[src/rtl/atom_pkg.sv]
package atom_pkg;

   localparam logic [2:0] MODE_ATOMIC = 3'd6;
   localparam logic [2:0] CLASS_STORE_REG = 3'd3;
   localparam logic [1:0] SIZE_WORD = 2'd0;
   localparam logic [1:0] SIZE_DWORD = 2'd3;

   localparam logic [7:0] SEL_ADD = 8'h00;
   localparam logic [7:0] SEL_OR = 8'h40;
   localparam logic [7:0] SEL_AND = 8'h50;
   localparam logic [7:0] SEL_XOR = 8'hA0;
   localparam logic [7:0] SEL_SWAP = 8'hE1;
   localparam logic [7:0] SEL_CAS = 8'hF1;

   typedef enum logic [2:0] {
      ST_IDLE,
      ST_READ,
      ST_MODIFY,
      ST_WRITE,
      ST_DONE
   } rmw_state_e;

   typedef enum logic [2:0] {
      OP_ADD,
      OP_OR,
      OP_AND,
      OP_XOR,
      OP_SWAP,
      OP_CAS
   } rmw_op_e;

   typedef struct packed {
      logic    legal;
      logic    wide;
      logic    fetch;
      rmw_op_e op;
   } rmw_dec_t;

endpackage

[src/rtl/atom_decode.sv]
module atom_decode
   import atom_pkg::*;
#(
   parameter int OPC_W = 8,
   parameter int SEL_W = 32
) (
   input  logic [OPC_W-1:0] opcode_i,
   input  logic [SEL_W-1:0] sel_i,
   output rmw_dec_t         dec_o
);

   logic       opc_ok;
   logic       sel_ok;
   logic       hi_zero;
   logic [7:0] code;

   assign code    = sel_i[7:0];
   assign hi_zero = (sel_i[SEL_W-1:8] == '0);
   assign opc_ok  = (opcode_i[7:5] == MODE_ATOMIC) &&
                    (opcode_i[2:0] == CLASS_STORE_REG) &&
                    ((opcode_i[4:3] == SIZE_WORD) || (opcode_i[4:3] == SIZE_DWORD));

   always_comb begin
      dec_o       = '0;
      sel_ok      = 1'b1;
      dec_o.wide  = (opcode_i[4:3] == SIZE_DWORD);
      dec_o.fetch = code[0];
      case (code)
         SEL_ADD, SEL_ADD | 8'h01: dec_o.op = OP_ADD;
         SEL_OR,  SEL_OR  | 8'h01: dec_o.op = OP_OR;
         SEL_AND, SEL_AND | 8'h01: dec_o.op = OP_AND;
         SEL_XOR, SEL_XOR | 8'h01: dec_o.op = OP_XOR;
         SEL_SWAP:                 dec_o.op = OP_SWAP;
         SEL_CAS:                  dec_o.op = OP_CAS;
         default: begin
            dec_o.op = OP_ADD;
            sel_ok   = 1'b0;
         end
      endcase
      dec_o.legal = opc_ok && sel_ok && hi_zero;
   end

endmodule

[src/rtl/atom_alu.sv]
module atom_alu
   import atom_pkg::*;
#(
   parameter int DATA_W = 64
) (
   input  rmw_op_e           op_i,
   input  logic              wide_i,
   input  logic [DATA_W-1:0] old_i,
   input  logic [DATA_W-1:0] src_i,
   input  logic [DATA_W-1:0] cmp_i,
   output logic [DATA_W-1:0] new_o,
   output logic              write_o
);

   localparam int HALF_W = DATA_W / 2;

   logic [DATA_W-1:0] mask;
   logic [DATA_W-1:0] a_v;
   logic [DATA_W-1:0] b_v;
   logic [DATA_W-1:0] c_v;
   logic [DATA_W-1:0] res;

   assign mask = wide_i ? {DATA_W{1'b1}} : {{HALF_W{1'b0}}, {HALF_W{1'b1}}};
   assign a_v  = old_i & mask;
   assign b_v  = src_i & mask;
   assign c_v  = cmp_i & mask;

   always_comb begin
      write_o = 1'b1;
      case (op_i)
         OP_ADD:  res = a_v + b_v;
         OP_OR:   res = a_v | b_v;
         OP_AND:  res = a_v & b_v;
         OP_XOR:  res = a_v ^ b_v;
         OP_SWAP: res = b_v;
         OP_CAS: begin
            res     = b_v;
            write_o = (a_v == c_v);
         end
         default: begin
            res     = a_v;
            write_o = 1'b0;
         end
      endcase
   end

   assign new_o = res & mask;

endmodule

[src/rtl/atom_rmw_unit.sv]
module atom_rmw_unit
   import atom_pkg::*;
#(
   parameter int DATA_W = 64,
   parameter int ADDR_W = 32,
   parameter int DISP_W = 16,
   parameter int SEL_W  = 32,
   parameter int OPC_W  = 8
) (
   input  logic              clk,
   input  logic              rst_n,
   input  logic              start_i,
   input  logic [OPC_W-1:0]  opcode_i,
   input  logic [SEL_W-1:0]  sel_i,
   input  logic [ADDR_W-1:0] base_i,
   input  logic [DISP_W-1:0] disp_i,
   input  logic [DATA_W-1:0] src_i,
   input  logic [DATA_W-1:0] r0_i,
   output logic              mem_req_o,
   output logic              mem_we_o,
   output logic              mem_size64_o,
   output logic [ADDR_W-1:0] mem_addr_o,
   output logic [DATA_W-1:0] mem_wdata_o,
   input  logic              mem_ready_i,
   input  logic [DATA_W-1:0] mem_rdata_i,
   output logic              mem_lock_o,
   output logic              done_o,
   output logic              illegal_o,
   output logic              src_wb_o,
   output logic [DATA_W-1:0] src_wb_data_o,
   output logic              r0_wb_o,
   output logic [DATA_W-1:0] r0_wb_data_o
);

   localparam int HALF_W = DATA_W / 2;

   generate
      if (DATA_W < 16 || (DATA_W % 2) != 0) begin : g_bad_data
         $error("atom_rmw_unit: DATA_W must be even and at least 16");
      end
      if (SEL_W <= 8) begin : g_bad_sel
         $error("atom_rmw_unit: SEL_W must exceed 8");
      end
      if (OPC_W != 8) begin : g_bad_opc
         $error("atom_rmw_unit: OPC_W must be 8");
      end
   endgenerate

   rmw_state_e        state_q;
   rmw_dec_t          dec_now;
   rmw_dec_t          dec_q;
   logic [ADDR_W-1:0] eff_addr;
   logic [ADDR_W-1:0] addr_q;
   logic [DATA_W-1:0] src_q;
   logic [DATA_W-1:0] r0_q;
   logic [DATA_W-1:0] old_q;
   logic [DATA_W-1:0] new_q;
   logic [DATA_W-1:0] alu_new;
   logic              alu_write;

   atom_decode #(.OPC_W(OPC_W), .SEL_W(SEL_W)) u_decode (
      .opcode_i (opcode_i),
      .sel_i    (sel_i),
      .dec_o    (dec_now)
   );

   atom_alu #(.DATA_W(DATA_W)) u_alu (
      .op_i    (dec_q.op),
      .wide_i  (dec_q.wide),
      .old_i   (old_q),
      .src_i   (src_q),
      .cmp_i   (r0_q),
      .new_o   (alu_new),
      .write_o (alu_write)
   );

   generate
      if (ADDR_W > DISP_W) begin : g_disp_sext
         assign eff_addr = base_i + {{(ADDR_W-DISP_W){disp_i[DISP_W-1]}}, disp_i};
      end else begin : g_disp_trunc
         assign eff_addr = base_i + disp_i[ADDR_W-1:0];
      end
   endgenerate

   always_ff @(posedge clk) begin
      if (!rst_n) begin
         state_q <= ST_IDLE;
         dec_q   <= '0;
         addr_q  <= '0;
         src_q   <= '0;
         r0_q    <= '0;
         old_q   <= '0;
         new_q   <= '0;
      end else begin
         case (state_q)
            ST_IDLE: begin
               if (start_i) begin
                  dec_q   <= dec_now;
                  addr_q  <= eff_addr;
                  src_q   <= src_i;
                  r0_q    <= r0_i;
                  state_q <= dec_now.legal ? ST_READ : ST_DONE;
               end
            end
            ST_READ: begin
               if (mem_ready_i) begin
                  old_q   <= dec_q.wide ? mem_rdata_i
                                        : {{HALF_W{1'b0}}, mem_rdata_i[HALF_W-1:0]};
                  state_q <= ST_MODIFY;
               end
            end
            ST_MODIFY: begin
               new_q   <= alu_new;
               state_q <= alu_write ? ST_WRITE : ST_DONE;
            end
            ST_WRITE: begin
               if (mem_ready_i) state_q <= ST_DONE;
            end
            default: state_q <= ST_IDLE;
         endcase
      end
   end

   assign mem_req_o     = (state_q == ST_READ) || (state_q == ST_WRITE);
   assign mem_we_o      = (state_q == ST_WRITE);
   assign mem_lock_o    = mem_req_o || (state_q == ST_MODIFY);
   assign mem_size64_o  = dec_q.wide;
   assign mem_addr_o    = addr_q;
   assign mem_wdata_o   = new_q;
   assign done_o        = (state_q == ST_DONE);
   assign illegal_o     = done_o && !dec_q.legal;
   assign src_wb_o      = done_o && dec_q.legal && dec_q.fetch && (dec_q.op != OP_CAS);
   assign r0_wb_o       = done_o && dec_q.legal && (dec_q.op == OP_CAS);
   assign src_wb_data_o = old_q;
   assign r0_wb_data_o  = old_q;

   assert_req_locked_R10: assert property (@(posedge clk) disable iff (!rst_n)
      mem_req_o |-> mem_lock_o);

   assert_req_hold_R10: assert property (@(posedge clk) disable iff (!rst_n)
      (mem_req_o && !mem_ready_i) |=> (mem_req_o && $stable(mem_addr_o) && $stable(mem_we_o)));

   assert_write_locked_before_R10: assert property (@(posedge clk) disable iff (!rst_n)
      (mem_req_o && mem_we_o) |-> $past(mem_lock_o));

   assert_done_pulse_R11: assert property (@(posedge clk) disable iff (!rst_n)
      done_o |=> !done_o);

   assert_illegal_quiet_R9: assert property (@(posedge clk) disable iff (!rst_n)
      (done_o && illegal_o) |-> (!src_wb_o && !r0_wb_o));

   assert_no_access_refused_R9: assert property (@(posedge clk) disable iff (!rst_n)
      mem_req_o |-> dec_q.legal);

   assert_narrow_zext_R8: assert property (@(posedge clk) disable iff (!rst_n)
      (done_o && !dec_q.wide && (src_wb_o || r0_wb_o)) |-> (src_wb_data_o[DATA_W-1:HALF_W] == '0));

endmodule

[config.mk]
export PLATFORM = sky130hd
export DESIGN_NAME = atom_rmw_unit
export DESIGN_NICKNAME = d
export VERILOG_FILES = /design/src/rtl/atom_pkg.sv /design/src/rtl/atom_decode.sv /design/src/rtl/atom_alu.sv /design/src/rtl/atom_rmw_unit.sv
export SDC_FILE = /design/constraint.sdc
export NUM_CORES = 1
export LEC_CHECK = 0
export BUFFER_PORTS_ARGS = -buffer_cell sky130_fd_sc_hd__buf_2
export CAP_MARGIN = 30
export CORE_MARGIN = 2
export CORE_UTILIZATION = 35
export DETAILED_ROUTE_END_ITERATION = 8
export PLACE_DENSITY_LB_ADDON = 0.12
export REMOVE_ABC_BUFFERS = 1
export SLEW_MARGIN = 20
export SYNTH_ARGS = -nofsm -noshare
export SYNTH_HDL_FRONTEND = slang
export SYNTH_HIERARCHICAL = 1
export SYNTH_SLANG_ARGS = --single-unit
[constraint.sdc]
create_clock -name clk -period 5.1 [get_ports clk]
set_clock_uncertainty 0.05 [all_clocks]
set_input_delay 0.51 -clock clk [delete_from_list [all_inputs] [get_ports clk]]
set_output_delay 0.51 -clock clk [all_outputs]
set_load 0.05 [all_outputs]
==> After elaboration in Yosys (flattened, before gate mapping) <==
Cells that the tools add are included.
{ "totals": {"regBits": 297, "inputBits": 284, "output_inout_bits": 232, "wordCells": 84} }
{ "op_classes": {"add_sub_neg": 2, "n_eq_ne": 26, "mux": 12, "bitwise_logic": 7, "n_reduce_logical": 27} }
{ "ops": {"columns": ["cell", "count"], "rows": [
  ["$and A64 B64 Y64", 5],
  ["$pmux W64 S5", 1],
  ["$mux W64", 2],
  ["$add A64 B64 Y64", 1],
  ["$eq A64 B64 Y1", 1],
  ["$or A64 B64 Y64", 1],
  ["$xor A64 B64 Y64", 1],
  ["$add A32 B32 Y32", 1],
  ["$eq A8 B7 Y1 const B", 4],
  ["$eq A8 B8 Y1 const B", 4],
  ["$logic_not A24 Y1", 1],
  ["$eq A3 B2 Y1 const B", 5],
  ["$mux W3", 5],
  ["$pmux W3 S5", 1],
  ["$eq A3 B3 Y1 const B", 4],
  ["$pmux W3 S4", 1],
  ["$reduce_or A10 Y1", 1],
  ["$logic_and A1 B1 Y1", 9],
  ["$eq A8 B1 Y1 const B", 1],
  ["$logic_not A8 Y1", 1],
  ["$reduce_or A2 Y1", 4],
  ["$eq A3 B1 Y1 const B", 2],
  ["$logic_not A3 Y1", 2],
  ["$reduce_or A5 Y1", 1],
  ["other kinds (11)", 15]
]} }

==> Longest topological paths before layout <==
{ "depth": {"word_depth": 8, "depth_mapped": 21, "ltp_nobuf": 15} }

==> Hierarchy <==
The synthesis kept the hierarchy.
{ "by_module_without_submodules": {"columns": ["mod", "instances", "cells_per_inst", "area_each_um2", "seq_area_each_um2"], "rows": [
  ["atom_rmw_unit", 1, 1597, 12455.7, 5945.7],
  ["atom_alu", 1, 1419, 8991.1, 0.0],
  ["atom_decode", 1, 31, 206.4, 0.0]
]} }

==> Worst setup path after synthesis <==
Ideal clock, no wire load.
{ "synth_path": {"kind": "register to register", "from": "reg dec_q, in the netlist mem_size64_o", "to": "reg new_q[61] (netlist: mem_wdata_o[61])", "setup_time_ns": 0.070, "arrival_time_ns": 4.588, "t_required_ns": 4.980, "setup_slack_ns": 0.391, "path_stages_with_launch": 21, "path_buffers": 7, "synth_period_minus_slack_ns": 4.709, "cell_sequence": "dfxtp_1 -> buf_2 -> buf_2 -> clkbuf_1 -> clkbuf_1 -> clkbuf_1 -> clkbuf_1 -> nand2_1 -> ha_1 -> clkbuf_1 -> nand2_1 -> nor2_1 -> nand3_1 -> a221oi_1 -> nand2_1 -> o22ai_2 -> o221ai_2 -> or4_1 -> a31oi_1 -> nand2_1 -> a21oi_1"} }
{ "synth_via": {"elab_chain_cells": 5, "elab_cells_between_ends": 9, "cone_classes": "1 x add/sub; 2 x mux; 6 x bitwise"} }
{ "synth_lines": {"columns": ["element", "line", "rtl"], "rows": [
  ["start, declared", "atom_rmw_unit.sv:51", "rmw_dec_t dec_q;"],
  ["start signal, assigned", "atom_rmw_unit.sv:98", "dec_q <= dec_now;"],
  ["$mux W64 *", "atom_alu.sv:23", "assign mask = wide_i ? {DATA_W{1'b1}} : {{HALF_W{1'b0}}, {HALF_W{1'b1}}};"],
  ["$and A64 B64 Y64, on equally long branches", "atom_alu.sv:24, atom_alu.sv:25", null],
  ["$add A64 B64 Y64, or another cell as far along", "atom_alu.sv:31", "OP_ADD: res = a_v + b_v;"],
  ["$pmux W64 S5", "atom_alu.sv:30", "case (op_i)"],
  ["$and A64 B64 Y64 *", "atom_alu.sv:47", "assign new_o = res & mask;"],
  ["named net alu_new[61]", "atom_rmw_unit.sv:58", "logic [DATA_W-1:0] alu_new;"],
  ["end signal, assigned", "atom_rmw_unit.sv:113", "new_q <= alu_new;"],
  ["end, declared", "atom_rmw_unit.sv:57", "logic [DATA_W-1:0] new_q;"]
]} }
The timed path passes the listed nets; every way through them passes the cells marked *.
A chain may end at the register's enable or synchronous reset.

==> Worst setup path after layout <==
{ "layout_path": {"from": "reg src_q[0]", "to": "reg new_q[54] (netlist: mem_wdata_o[54])"} }
{ "layout_via": {"elab_chain_cells": 4} }
{ "layout_lines": {"columns": ["element", "line", "rtl"], "rows": [
  ["start, declared", "atom_rmw_unit.sv:54", "logic [DATA_W-1:0] src_q;"],
  ["start signal, assigned", "atom_rmw_unit.sv:100", "src_q <= src_i;"],
  ["$and A64 B64 Y64", "atom_alu.sv:25", "assign b_v = src_i & mask;"],
  ["$add A64 B64 Y64", "atom_alu.sv:31", null],
  ["$pmux W64 S5", "atom_alu.sv:30", null],
  ["$and A64 B64 Y64", "atom_alu.sv:47", null],
  ["named net alu_new[54]", "atom_rmw_unit.sv:58", null]
]} }
The timed path passes the listed nets, and every way through them passes these cells.

==> reports/qor.yml <==
worst_setup_path:
  crit_arrival_ps: 4440
  r2r_end: "mem_wdata_o[54]"
  rrSetupSlack_ps: 1030
  cp-start-kind: "flop"
  cp-end-kind: "flop"
  crit_fanout: 5
  critPathKind: "flop to flop"
  required_ps: 5470
  r2r-start: "src_q[0]"
  rr_worst_depth: 16
floorplan:
  dieWidth_um: 253
  die_area_mm2: 0.0639
  io_pins: 516
  die_y_um: 253
  floorplan.initialDensity: 0.352
  core_area_mm2: 0.0615
  fp-row-count: 91
finish:
  fin_util: 0.418
  layout_commonest_cell: "nand2_1"
  stdcell_area_mm2: 0.0257
  area_delta_synth_final_pct: 18.7
  stdcell_count: 4183
  final_cell_mix: "nand2_1, buf_2, a21oi_1"
  seqCellArea_mm2: 0.00596
  multi_input_area_mm2: 0.0139
  nets: 3776
  fill_cells: 6483
  drive_above_1_share: 0.206
yosys:
  netlist_area_mm2: 0.0217
  yosys_register_bits: 297
  yosysWarnings: 6
  synth-edff-count: 0
  syn_inst: 3047
  ys_async_sr_fraction: 0
  ys_seq_area_frac: 0.275
  yosysUniqueCellTypes: 103
  ys.flop_type: "dfxtp_1"
  post_synth.cell_area_avg_um2: 7.11
clocking:
  postCtsResizedCells: 0
  clk_pin_slew_ps: 60
  cts_setup_buffers: 0
  h-tree-depth: 2
  cts-hold-fix-buffers: 0
  cts.sinks: 297
  cts_max_path_buffers: 3
  clock-root-buffer: "clkbuf_16"
  insertion_delay_ps: 590
  numCtsBuffers: 39
  cts_tree: "built"
route:
  dr_wl_met2_mm: 43.4
  drc: 0
  dr_total_vias: 23400
  wirelength_mm: 92.5
  wire_per_inst_um: 22.1
  detail-route-antenna-nets: 0
  drtIter0Drc: 1872
  met1Wirelength_mm: 40.4
  vias_per_cell: 5.60
  top_layer_used: "met5"
  wl_met3_mm: 6.71
  dr.pass1.iters: 5
placement:
  port_buffers: 515
  dp_hpwl_mm: 66.7
  place_inst: 4108
  dpl_cell_area_mm2: 0.0243
  place.gp.congestion: 0.924
timing:
  relSlewSlack: 0.316
  tightest_slew_ps: 1030
  setup_viol: 0
  whs_ps: 104
  fin_crit_ps: 4070
  tns_ps: 0
  finalCritPeriodShare: 0.798
  rsz0062_at_grt: "no"
  hold_violations: 0
  drv_slew: 0
  fmax_ghz: 0.246
hold_path:
  hold_class: "primary input to flop"
  hold_depth: 2
  worstHoldStart: "mem_ready_i"
  hold_path_end: "state_q[0]"
global_route:
  grt_pass1_wl_mm: 136
  grt_pass1_vias: 22000
  grt_max_degree: 173
  grt_usage: 0.277
  antenna_found_initial: 21
  grt_overflow: 0
job:
  cap_violations: 0
power_and_ir_drop:
  ir_drop_mv: 0.180
  power.leakage_nw: 11.0
  powerDensity_mw_per_mm2: 251
run_status:
  status: "finished clean"
-- state kept, by name, indices dropped and copies added, names as in the netlist --
register and cells:
src_q 64, state_q 3, mem_size64_o 1, mem_wdata_o 64, mem_addr_o 32, r0_wb_data_o 64
dec_q 5, r0_q 64
-- critical path, stage by stage, from the launching register on --
cell      delay [ps]
dfxtp_1          370
ha_1             190
inv_1             70
fa_1             400
nor2b_1          120
o21ai_0          140
a311oi_2         440
a311oi_1         160
buf_4            180
nor3_1           250
a211oi_2         160
o21ai_1          560
a31oi_1          340
nand4_1          170
o221ai_1         110
nand2_1           90
a21oi_1           70
-- stage by stage --
stage | setup WS, ps | power [mW]
finish | 1030 | 6.46
global route | 751 | 6.71
CTS | 1040 | 6.53
detailed placement | 1060 | 3.47
global placement | 1090 | 3.46
floorplan | -11090 | 3.14
-- layer usage --
| metal | vias up | track usage |
|---|---|---|
| met1 | 11200 | 0.367 |
| met2 | 859 | 0.461 |
| li1 | 11200 | - |
| met5 | - | 0 |
| met3 | 130 | 0.0573 |
| met4 | 30 | 0.0639 |
-- worst max-delay path by stage --
stage                     from  cells after the start              end
detailed placement    src_q[0]                     16  mem_wdata_o[54]
finish                src_q[0]                     16  mem_wdata_o[54]
global route          src_q[0]                     15  mem_wdata_o[60]
global placement      src_q[0]                     15  mem_wdata_o[60]
floorplan           state_q[2]                      4   mem_addr_o[19]
CTS                   src_q[0]                     16  mem_wdata_o[54]
-- logic make-up after synthesis --
kind of cell | synth area share
AOI/OAI and AO/OA | 0.263
and+or+nand+nor | 0.215
DFF | 0.275
adders and majority gates | 0.0775
muxes | 0.0284
buffers and inverters | 0.0863
xor gates and xnor gates | 0.0549
-- area by class of cell --
cell class                      instances  share of cell area
Inverter                              136              0.0202
Tap cell                              790              0.0385
Sequential cell                       297               0.232
Timing Repair Buffer                  557               0.115
Antenna cell                            4            0.000390
Clock buffer                           54              0.0445
Multi-Input combinational cell       2328               0.540
Clock inverter                         17              0.0102
-- synthesized netlist by cell type (all sizes together), types with 20 or more instances --
cell type	count	area share
a21o	43	0.015
dfxtp	297	0.27
o211ai	27	0.0096
buf	104	0.031
nand4	43	0.012
xor2	70	0.029
o221ai	20	0.0084
inv	134	0.023
clkbuf	182	0.032
mux2i	39	0.018
o21ai	136	0.032
nand3	73	0.017
nand2	709	0.12
ha	131	0.076
xnor2	64	0.026
o21a	23	0.0080
nor2	112	0.019
a21oi	469	0.11
o22ai	40	0.012
nor3	20	0.0046
a211oi	22	0.0081
a31oi	25	0.0082
-- power by group --
group          internal (mW)  switching [mW]  total, mW
clock                   1.83            1.20       3.03
combinational          0.336           0.596      0.932
sequential              2.41          0.0864       2.49
total                   4.58            1.88       6.46
(Power assumes the default switching activity.)
